**config.mk**
```make
export PLATFORM = sky130hd
export DESIGN_NAME = cfg_page_ctrl
export DESIGN_NICKNAME = d
export VERILOG_FILES = /design/src/rtl/cfg_page_pkg.sv /design/src/rtl/cfg_rst_sync.sv /design/src/rtl/cfg_req_edge.sv /design/src/rtl/cfg_page_fsm.sv /design/src/rtl/cfg_page_ctrl.sv
export SDC_FILE = /design/constraint.sdc
export NUM_CORES = 1
export LEC_CHECK = 0
export BUFFER_PORTS_ARGS = -buffer_cell sky130_fd_sc_hd__buf_2
export CORE_AREA = 2 2 39 41
export CTS_CLUSTER_SIZE = 40
export DETAILED_ROUTE_END_ITERATION = 10
export DIE_AREA = 0 0 41 43
export PLACE_DENSITY = 0.7
export SETUP_SLACK_MARGIN = 0.5
export SYNTH_ARGS = -nofsm -noshare
export SYNTH_HDL_FRONTEND = slang
export SYNTH_SLANG_ARGS = --single-unit
```
**constraint.sdc**
```tcl
create_clock -name clk -period 0.8 [get_ports clk]
set_input_delay 0.2 -clock clk [delete_from_list [all_inputs] [get_ports clk]]
set_output_delay 0.2 -clock clk [all_outputs]
set_load 0.05 [all_outputs]
```
**src/rtl/cfg_page_pkg.sv**
```systemverilog
package cfg_page_pkg;

  typedef enum logic [1:0] {
    ST_START = 2'd0,
    ST_LOAD  = 2'd1,
    ST_USER  = 2'd2,
    ST_FATAL = 2'd3
  } cfg_state_e;

endpackage

```
**src/rtl/cfg_rst_sync.sv**
```systemverilog
module cfg_rst_sync #(
  parameter int STAGES = 2
) (
  input  logic clk,
  input  logic rst_n,
  output logic rst_sync_n
);

  logic [STAGES-1:0] sh_q;

  always_ff @(posedge clk or negedge rst_n) begin
    if (!rst_n) sh_q <= '0;
    else        sh_q <= {sh_q[STAGES-2:0], 1'b1};
  end

  assign rst_sync_n = sh_q[STAGES-1];

  AST_RST_HOLD: assert property (@(posedge clk) disable iff (!rst_n)
    rst_sync_n |=> rst_sync_n);

endmodule

```
**src/rtl/cfg_req_edge.sv**
```systemverilog
module cfg_req_edge #(
  parameter int STAGES = 1
) (
  input  logic clk,
  input  logic rst_sync_n,
  input  logic req_n,
  output logic req_fall
);

  logic [STAGES-1:0] pipe_q;
  logic              prev_q;

  generate
    for (genvar i = 0; i < STAGES; i++) begin : g_stage
      if (i == 0) begin : g_first
        always_ff @(posedge clk or negedge rst_sync_n) begin
          if (!rst_sync_n) pipe_q[0] <= 1'b1;
          else             pipe_q[0] <= req_n;
        end
      end else begin : g_next
        always_ff @(posedge clk or negedge rst_sync_n) begin
          if (!rst_sync_n) pipe_q[i] <= 1'b1;
          else             pipe_q[i] <= pipe_q[i-1];
        end
      end
    end
  endgenerate

  always_ff @(posedge clk or negedge rst_sync_n) begin
    if (!rst_sync_n) prev_q <= 1'b1;
    else             prev_q <= pipe_q[STAGES-1];
  end

  assign req_fall = prev_q & ~pipe_q[STAGES-1];

  AST_FALL_SINGLE: assert property (@(posedge clk) disable iff (!rst_sync_n)
    req_fall |=> !req_fall);

endmodule

```
**src/rtl/cfg_page_fsm.sv**
```systemverilog
module cfg_page_fsm
  import cfg_page_pkg::*;
#(
  parameter int                PAGE_W       = 3,
  parameter logic [PAGE_W-1:0] FACTORY_PAGE = '0
) (
  input  logic              clk,
  input  logic              rst_sync_n,
  input  logic [PAGE_W-1:0] page_sel,
  input  logic              req_fall,
  input  logic              load_done,
  input  logic              load_err,
  output logic [PAGE_W-1:0] load_page,
  output logic              load_start,
  output logic              fallback,
  output logic              fatal
);

  cfg_state_e        state_q, state_d;
  logic [PAGE_W-1:0] page_q, page_nxt;
  logic              page_en;
  logic              start_q, start_d;
  logic              fb_q, fb_d;
  logic              fatal_q, fatal_d;
  logic              on_factory;

  assign on_factory = (page_q == FACTORY_PAGE);

  always_comb begin
    state_d  = state_q;
    page_en  = 1'b0;
    page_nxt = page_q;
    start_d  = 1'b0;
    fb_d     = fb_q;
    fatal_d  = fatal_q;
    unique case (state_q)
      ST_START: begin
        start_d  = 1'b1;
        page_en  = 1'b1;
        page_nxt = page_sel;
        fb_d     = 1'b0;
        state_d  = ST_LOAD;
      end
      ST_LOAD: begin
        if (load_err) begin
          if (on_factory) begin
            fatal_d = 1'b1;
            state_d = ST_FATAL;
          end else begin
            start_d  = 1'b1;
            page_en  = 1'b1;
            page_nxt = FACTORY_PAGE;
            fb_d     = 1'b1;
          end
        end else if (load_done) begin
          state_d = ST_USER;
        end
      end
      ST_USER: begin
        if (req_fall) begin
          start_d  = 1'b1;
          page_en  = 1'b1;
          page_nxt = page_sel;
          fb_d     = 1'b0;
          state_d  = ST_LOAD;
        end
      end
      ST_FATAL: begin
        state_d = ST_FATAL;
      end
      default: state_d = ST_FATAL;
    endcase
  end

  always_ff @(posedge clk or negedge rst_sync_n) begin
    if (!rst_sync_n) begin
      state_q <= ST_START;
      start_q <= 1'b0;
      fb_q    <= 1'b0;
      fatal_q <= 1'b0;
    end else begin
      state_q <= state_d;
      start_q <= start_d;
      fb_q    <= fb_d;
      fatal_q <= fatal_d;
    end
  end

  always_ff @(posedge clk or negedge rst_sync_n) begin
    if (!rst_sync_n)  page_q <= FACTORY_PAGE;
    else if (page_en) page_q <= page_nxt;
  end

  assign load_page  = page_q;
  assign load_start = start_q;
  assign fallback   = fb_q;
  assign fatal      = fatal_q;

  AST_FALLBACK_FACTORY: assert property (@(posedge clk) disable iff (!rst_sync_n)
    $rose(fb_q) |-> (start_q && page_q == FACTORY_PAGE));
  AST_FATAL_LATCHED: assert property (@(posedge clk) disable iff (!rst_sync_n)
    fatal_q |=> fatal_q);
  AST_FATAL_SILENT: assert property (@(posedge clk) disable iff (!rst_sync_n)
    fatal_q |-> !start_q);
  AST_PAGE_HELD: assert property (@(posedge clk) disable iff (!rst_sync_n)
    (state_q == ST_LOAD && !start_q) |-> $stable(page_q));
  AST_USER_QUIET: assert property (@(posedge clk) disable iff (!rst_sync_n)
    (state_q == ST_USER && !req_fall) |=> !start_q);

endmodule

```
**src/rtl/cfg_page_ctrl.sv**
```systemverilog
module cfg_page_ctrl #(
  parameter int                PAGE_W       = 3,
  parameter logic [PAGE_W-1:0] FACTORY_PAGE = '0,
  parameter int                RST_STAGES   = 2,
  parameter int                REQ_STAGES   = 1
) (
  input  logic              clk,
  input  logic              rst_n,
  input  logic [PAGE_W-1:0] page_sel,
  input  logic              reconf_n,
  input  logic              load_done,
  input  logic              load_err,
  output logic [PAGE_W-1:0] load_page,
  output logic              load_start,
  output logic              fallback,
  output logic              fatal
);

  logic rst_sync_n;
  logic req_fall;

  cfg_rst_sync #(.STAGES(RST_STAGES)) u_rst (
    .clk        (clk),
    .rst_n      (rst_n),
    .rst_sync_n (rst_sync_n)
  );

  cfg_req_edge #(.STAGES(REQ_STAGES)) u_req (
    .clk        (clk),
    .rst_sync_n (rst_sync_n),
    .req_n      (reconf_n),
    .req_fall   (req_fall)
  );

  cfg_page_fsm #(.PAGE_W(PAGE_W), .FACTORY_PAGE(FACTORY_PAGE)) u_fsm (
    .clk        (clk),
    .rst_sync_n (rst_sync_n),
    .page_sel   (page_sel),
    .req_fall   (req_fall),
    .load_done  (load_done),
    .load_err   (load_err),
    .load_page  (load_page),
    .load_start (load_start),
    .fallback   (fallback),
    .fatal      (fatal)
  );

endmodule

```
Word level (Yosys, flattened, before mapping)
Index checks and enable logic that the tools add are counted.

word-level totals
  register bits after elaboration = 12
  bits of input ports = 8
  output and inout port bits = 6
  logic and storage cells = 42

operators by class
  eq/ne operators = 8
  multiplexer cells = 17
  bitwise logic cells = 2
  reduce and logical (&&, ||, !) cells = 7

operators with widths
  operator                                                number
  2-to-1 mux 3 bit                                        3
  case mux 3 bit (3 select lines)                         1
  2-to-1 mux 2 bit                                        4
  case mux 2 bit (4 select lines)                         1
  2-to-1 mux 1 bit                                        6
  inequality test 2 bit (second input constant)           3
  case mux 1 bit (3 select lines)                         2
  AND reduction 3 bit                                     2
  AND reduction 5 bit                                     1
  == test 2 bit (second input constant)                   2
  AND reduction 4 bit                                     1
  zero test 3 bit                                         1
  inequality test 3 x 2 -> 1 bit (second input constant)  1
  inequality test 3 bit (second input constant)           1
  nonzero test 3 bit                                      1
  == test 2 x 1 -> 1 bit (second input constant)          1
  zero test 2 bit                                         1
  bitwise AND 1 bit                                       1
  NOT 1 bit                                               1

Depth between registers and ports, before layout
  depth after elaboration = 5
  mapped depth = 3
  depth with buffers taken out = 3

Hierarchy
From an unflattened synthesis, not the netlist that was laid out.

second synthesis, totals
  cells, all modules = 42
  area total of the unflattened synthesis = 526.8 sq um

by module, submodules not included
  module        times used  cells each  area each (sq um)  seq. area each (sq um)
  cfg_page_fsm  1           36          406.6              200.2
  cfg_req_edge  1           3           66.3               52.6
  cfg_rst_sync  1           3           53.8               50.0

Worst setup path before layout
Ideal clock, no wire load.

  kind = flip-flop to flip-flop
  start point = reg u_fsm.page_q[1] (netlist: u_fsm.load_page[1])
  end point = reg u_fsm.fb_q (netlist: u_fsm.fallback)
  library setup time = 0.119 ns
  arrival time = 1.090 ns
  data required time = 0.681 ns
  slack = -0.409 ns
  cell stages (with the launch flop) = 4
  buffers on the path = 0
  period minus slack after synthesis = 1.209 ns
  path through = dfrtp_1 > nor3_2 > nor2_1 > o21a_1

on the way
  word-level cells in the longest chain between the ends = 3

ends and longest elaborated chain
  item                             line                text
  start, declared                  cfg_page_fsm.sv:20  logic [PAGE_W-1:0] page_q, page_nxt;
  start signal, assigned           cfg_page_fsm.sv:91  else if (page_en) page_q <= page_nxt;
  zero test 3 bit                  cfg_page_fsm.sv:27  assign on_factory = (page_q == FACTORY_PAGE);
  inequality test 2 bit (no line)  n/a
  AND reduction 4 bit (no line)    n/a
  end signal, assigned             cfg_page_fsm.sv:79  fb_q <= 1'b0;
  end signal, assigned             cfg_page_fsm.sv:84  fb_q <= fb_d;
  end, declared                    cfg_page_fsm.sv:23  logic fb_q, fb_d;

Every way passes these cells.
A chain may end at the register's enable or synchronous reset.

Worst setup path in the final report
  start point = reg u_fsm.page_q[2] (netlist: u_fsm.load_page[2])
  end point = out load_page[2]

RTL lines
  item           line                 text
  end, declared  cfg_page_ctrl.sv:13  output logic [PAGE_W-1:0] load_page,

No word-level cell between the ends.

==> impl_metrics.tcl <==
set metrics [dict create \
    dr.pass1.iters 3 \
    seqPwrFrac 0.507 \
    insertion_delay_ns 0.28 \
    setup_viol 14 \
    grt_pass1_vias 336 \
    drv_slew 0 \
    rsz0062_at_grt "true" \
    antenna_found_initial 0 \
    critPathLaunchType "flop" \
    postSynthRegisterBits 12 \
    ant_nets 0 \
    clk_pin_slew_ns 0.08 \
    netlist_area_um2 474 \
    antenna_cells 0 \
    area_delta_synth_final_pct 57.8 \
    grt_pass1_wl_mm 1.41 \
    hold_violations 2 \
    row_count 14 \
    powerDensity_nw_per_um2 1710 \
    synthSimpleGateAreaFrac 0.140 \
    drv_cap 0 \
    synth_top_family_by_area "simple AND/OR/NAND/NOR gates" \
    critical_path_class "reg -> out" \
    power.switching_uw 299 \
    fin_crit_ns 1.15 \
    wl_met3_um 49 \
    wire_per_inst_um 11.2 \
    crit_fanout 2 \
    dp_hpwl_um 631 \
    htree_levels 1 \
    vias 364 \
    wl_met2_um 460 \
    synth_xor_area_frac 0 \
    numCtsBuffers 3 \
    synth_nets 46 \
    holdWs_ns -0.310 \
    synth_cell_type_count 18 \
    gp_congestion 0.706 \
    avgSynthCellArea_um2 12.5 \
    drc 0 \
    ys_seq_area_frac 0.639 \
    cp-end-kind "output pin" \
    clk_path_buf_depth 2 \
    synth_compound_gate_area_share 0.119 \
    grt_use_total 0.134 \
    max_freq_mhz 871 \
    viasPerCell 4.55 \
    root_buffer "clkbuf_4" \
    status "finished with violations" \
    nets 73 \
    synthCells 38 \
    drtIter0Drc 1 \
    yosys.area_share.adder 0 \
    p_clk_frac 0.383 \
    tns_ns -3.50 \
    required_ns 0.60 \
    intPower_uw 981 \
    core_area_um2 1380 \
    violations "negative hold slack, negative setup slack" \
    dieArea_um2 1760 \
    die_h_um 43 \
    highest_layer "met4" \
    post-route-period-util 1.44 \
    cts_tree "yes" \
    overflow 0 \
    io_pins 14 \
    switching_share 0.234 \
    preCtsSetupSlack_ns -0.257 \
    drive_gt1_frac 0.625 \
    synthMuxAreaShare 0.0633 \
    finClkSkew_ns 0.00504 \
    cts.sinks 12 \
    met1_length_um 365 \
    initial_core_util 0.343 \
    synth_warnings 0 \
    worst_ep_arrival_time_ns 0.95 \
    dieWidth_um 41 \
    worst_slack_ns -0.348 \
    finalWirelength_um 898 \
    p_leak_uw 0.000383 \
    grt_max_degree 8 \
    pwr-share-comb 0.110 \
    irDropWorstVdd_mv 1.15 \
    port-buffer-count 13 \
    final_cell_mix "10 x buf_6, 7 x buf_2, 6 x dfrtp_2, 5 x nand2_1" \
    hp-class "in -> async" \
    layout_commonest_cell "buf_6" \
]
==> timing repair <==
| action | 4_1_cts | 5_1_grt |
|---|---|---|
| endpoints found under the hold margin | 2 | 3 |
| resized for setup | 19 | 3 |
| setup endpoints to repair | 26 | 26 |
| pin swaps | 4 | 0 |
| setup buffers | 4 | 1 |
==> cell usage after synthesis <==
cell type | n | share of area
a31oi_1 | 1 | 0.013
dfstp_2 | 2 | 0.11
mux2i_1 | 3 | 0.063
nand3b_1 | 1 | 0.016
inv_1 | 4 | 0.032
dfrtp_1 | 10 | 0.53
o21ai_0 | 1 | 0.011
conb_1 | 1 | 0.0079
nand2_1 | 5 | 0.040
o21a_1 | 1 | 0.016
a32oi_1 | 1 | 0.018
a21o_4 | 1 | 0.032
nor2_1 | 1 | 0.0079
nand2b_4 | 1 | 0.029
nor3_2 | 1 | 0.021
a21oi_1 | 1 | 0.011
a31o_2 | 1 | 0.018
nor2b_1 | 2 | 0.026
==> stage by stage <==
stage | instances | total power (µW) | utilization | area [µm²]
floorplan | 38 | 712 | - | 490
global placement | 71 | 758 | 0.438 | 606
detailed placement | 71 | 760 | 0.438 | 606
CTS | 79 | 1290 | 0.526 | 728
global route | 80 | 1340 | 0.541 | 748
finish | 80 | 1280 | 0.541 | 748
==> final cells by class <==
cell class	count	area, µm²
fill	115	636
sequential	12	310
timing repair buffer	22	193
multi-input combinational	22	174
clock buffer	4	36.3
tap	16	20.0
inverter	4	15.0
==> power groups by stage <==
stage / sequential (µW) / clock [µW] / combinational, µW
finish: 649 / 490 / 141
global route: 652 / 538 / 152
CTS: 649 / 502 / 137
detailed placement: 666 / 0 / 94.0
global placement: 665 / 0 / 93.2
floorplan: 690 / 0 / 22.7
==> kinds of logic after synthesis <==
family          count (synthesis)
flops                          12
other cells                     1
mux                             3
compound gates                  7
buf+inv                         4
simple gates                   11
==> registers in the layout, indices dropped and copies added (netlist names) <==
name,cells
u_fsm.load_page,3
u_fsm.state_q,2
u_rst.sh_q,2
u_fsm.fallback,1
u_fsm.fatal,1
u_fsm.load_start,1
u_req.pipe_q,1
u_req.prev_q,1
==> path summary, 6_finish.rpt <==
path | startpoint | end | slack, ns | depth (start not counted)
hold / removal | rst_n | u_rst.sh_q[1] | -0.31 | 1
max in group asynchronous | u_rst.sh_q[1] | u_fsm.load_page[1] | 0.45 | 1
setup / recovery | u_fsm.load_page[2] | load_page[2] | -0.35 | 2
setup reg to reg | u_req.pipe_q | u_fsm.load_page[0] | -0.29 | 3
hold reg to reg | u_rst.sh_q[1] | u_fsm.load_page[0] | 0.22 | 1
min in group clk | reconf_n | u_req.pipe_q | 0.02 | 1
==> worst max-delay path, cell delays in order, from the launching register on <==
cell and delay [ns]:
dfrtp_2 0.41, buf_6 0.12, buf_8 0.14
==> per-layer routing <==
layer,track usage,vias up
li1,-,176
met1,0.132,173
met2,0.194,12
met3,0.0785,3
met4,0.100,0
met5,0,-
(Power assumes the default switching activity.)
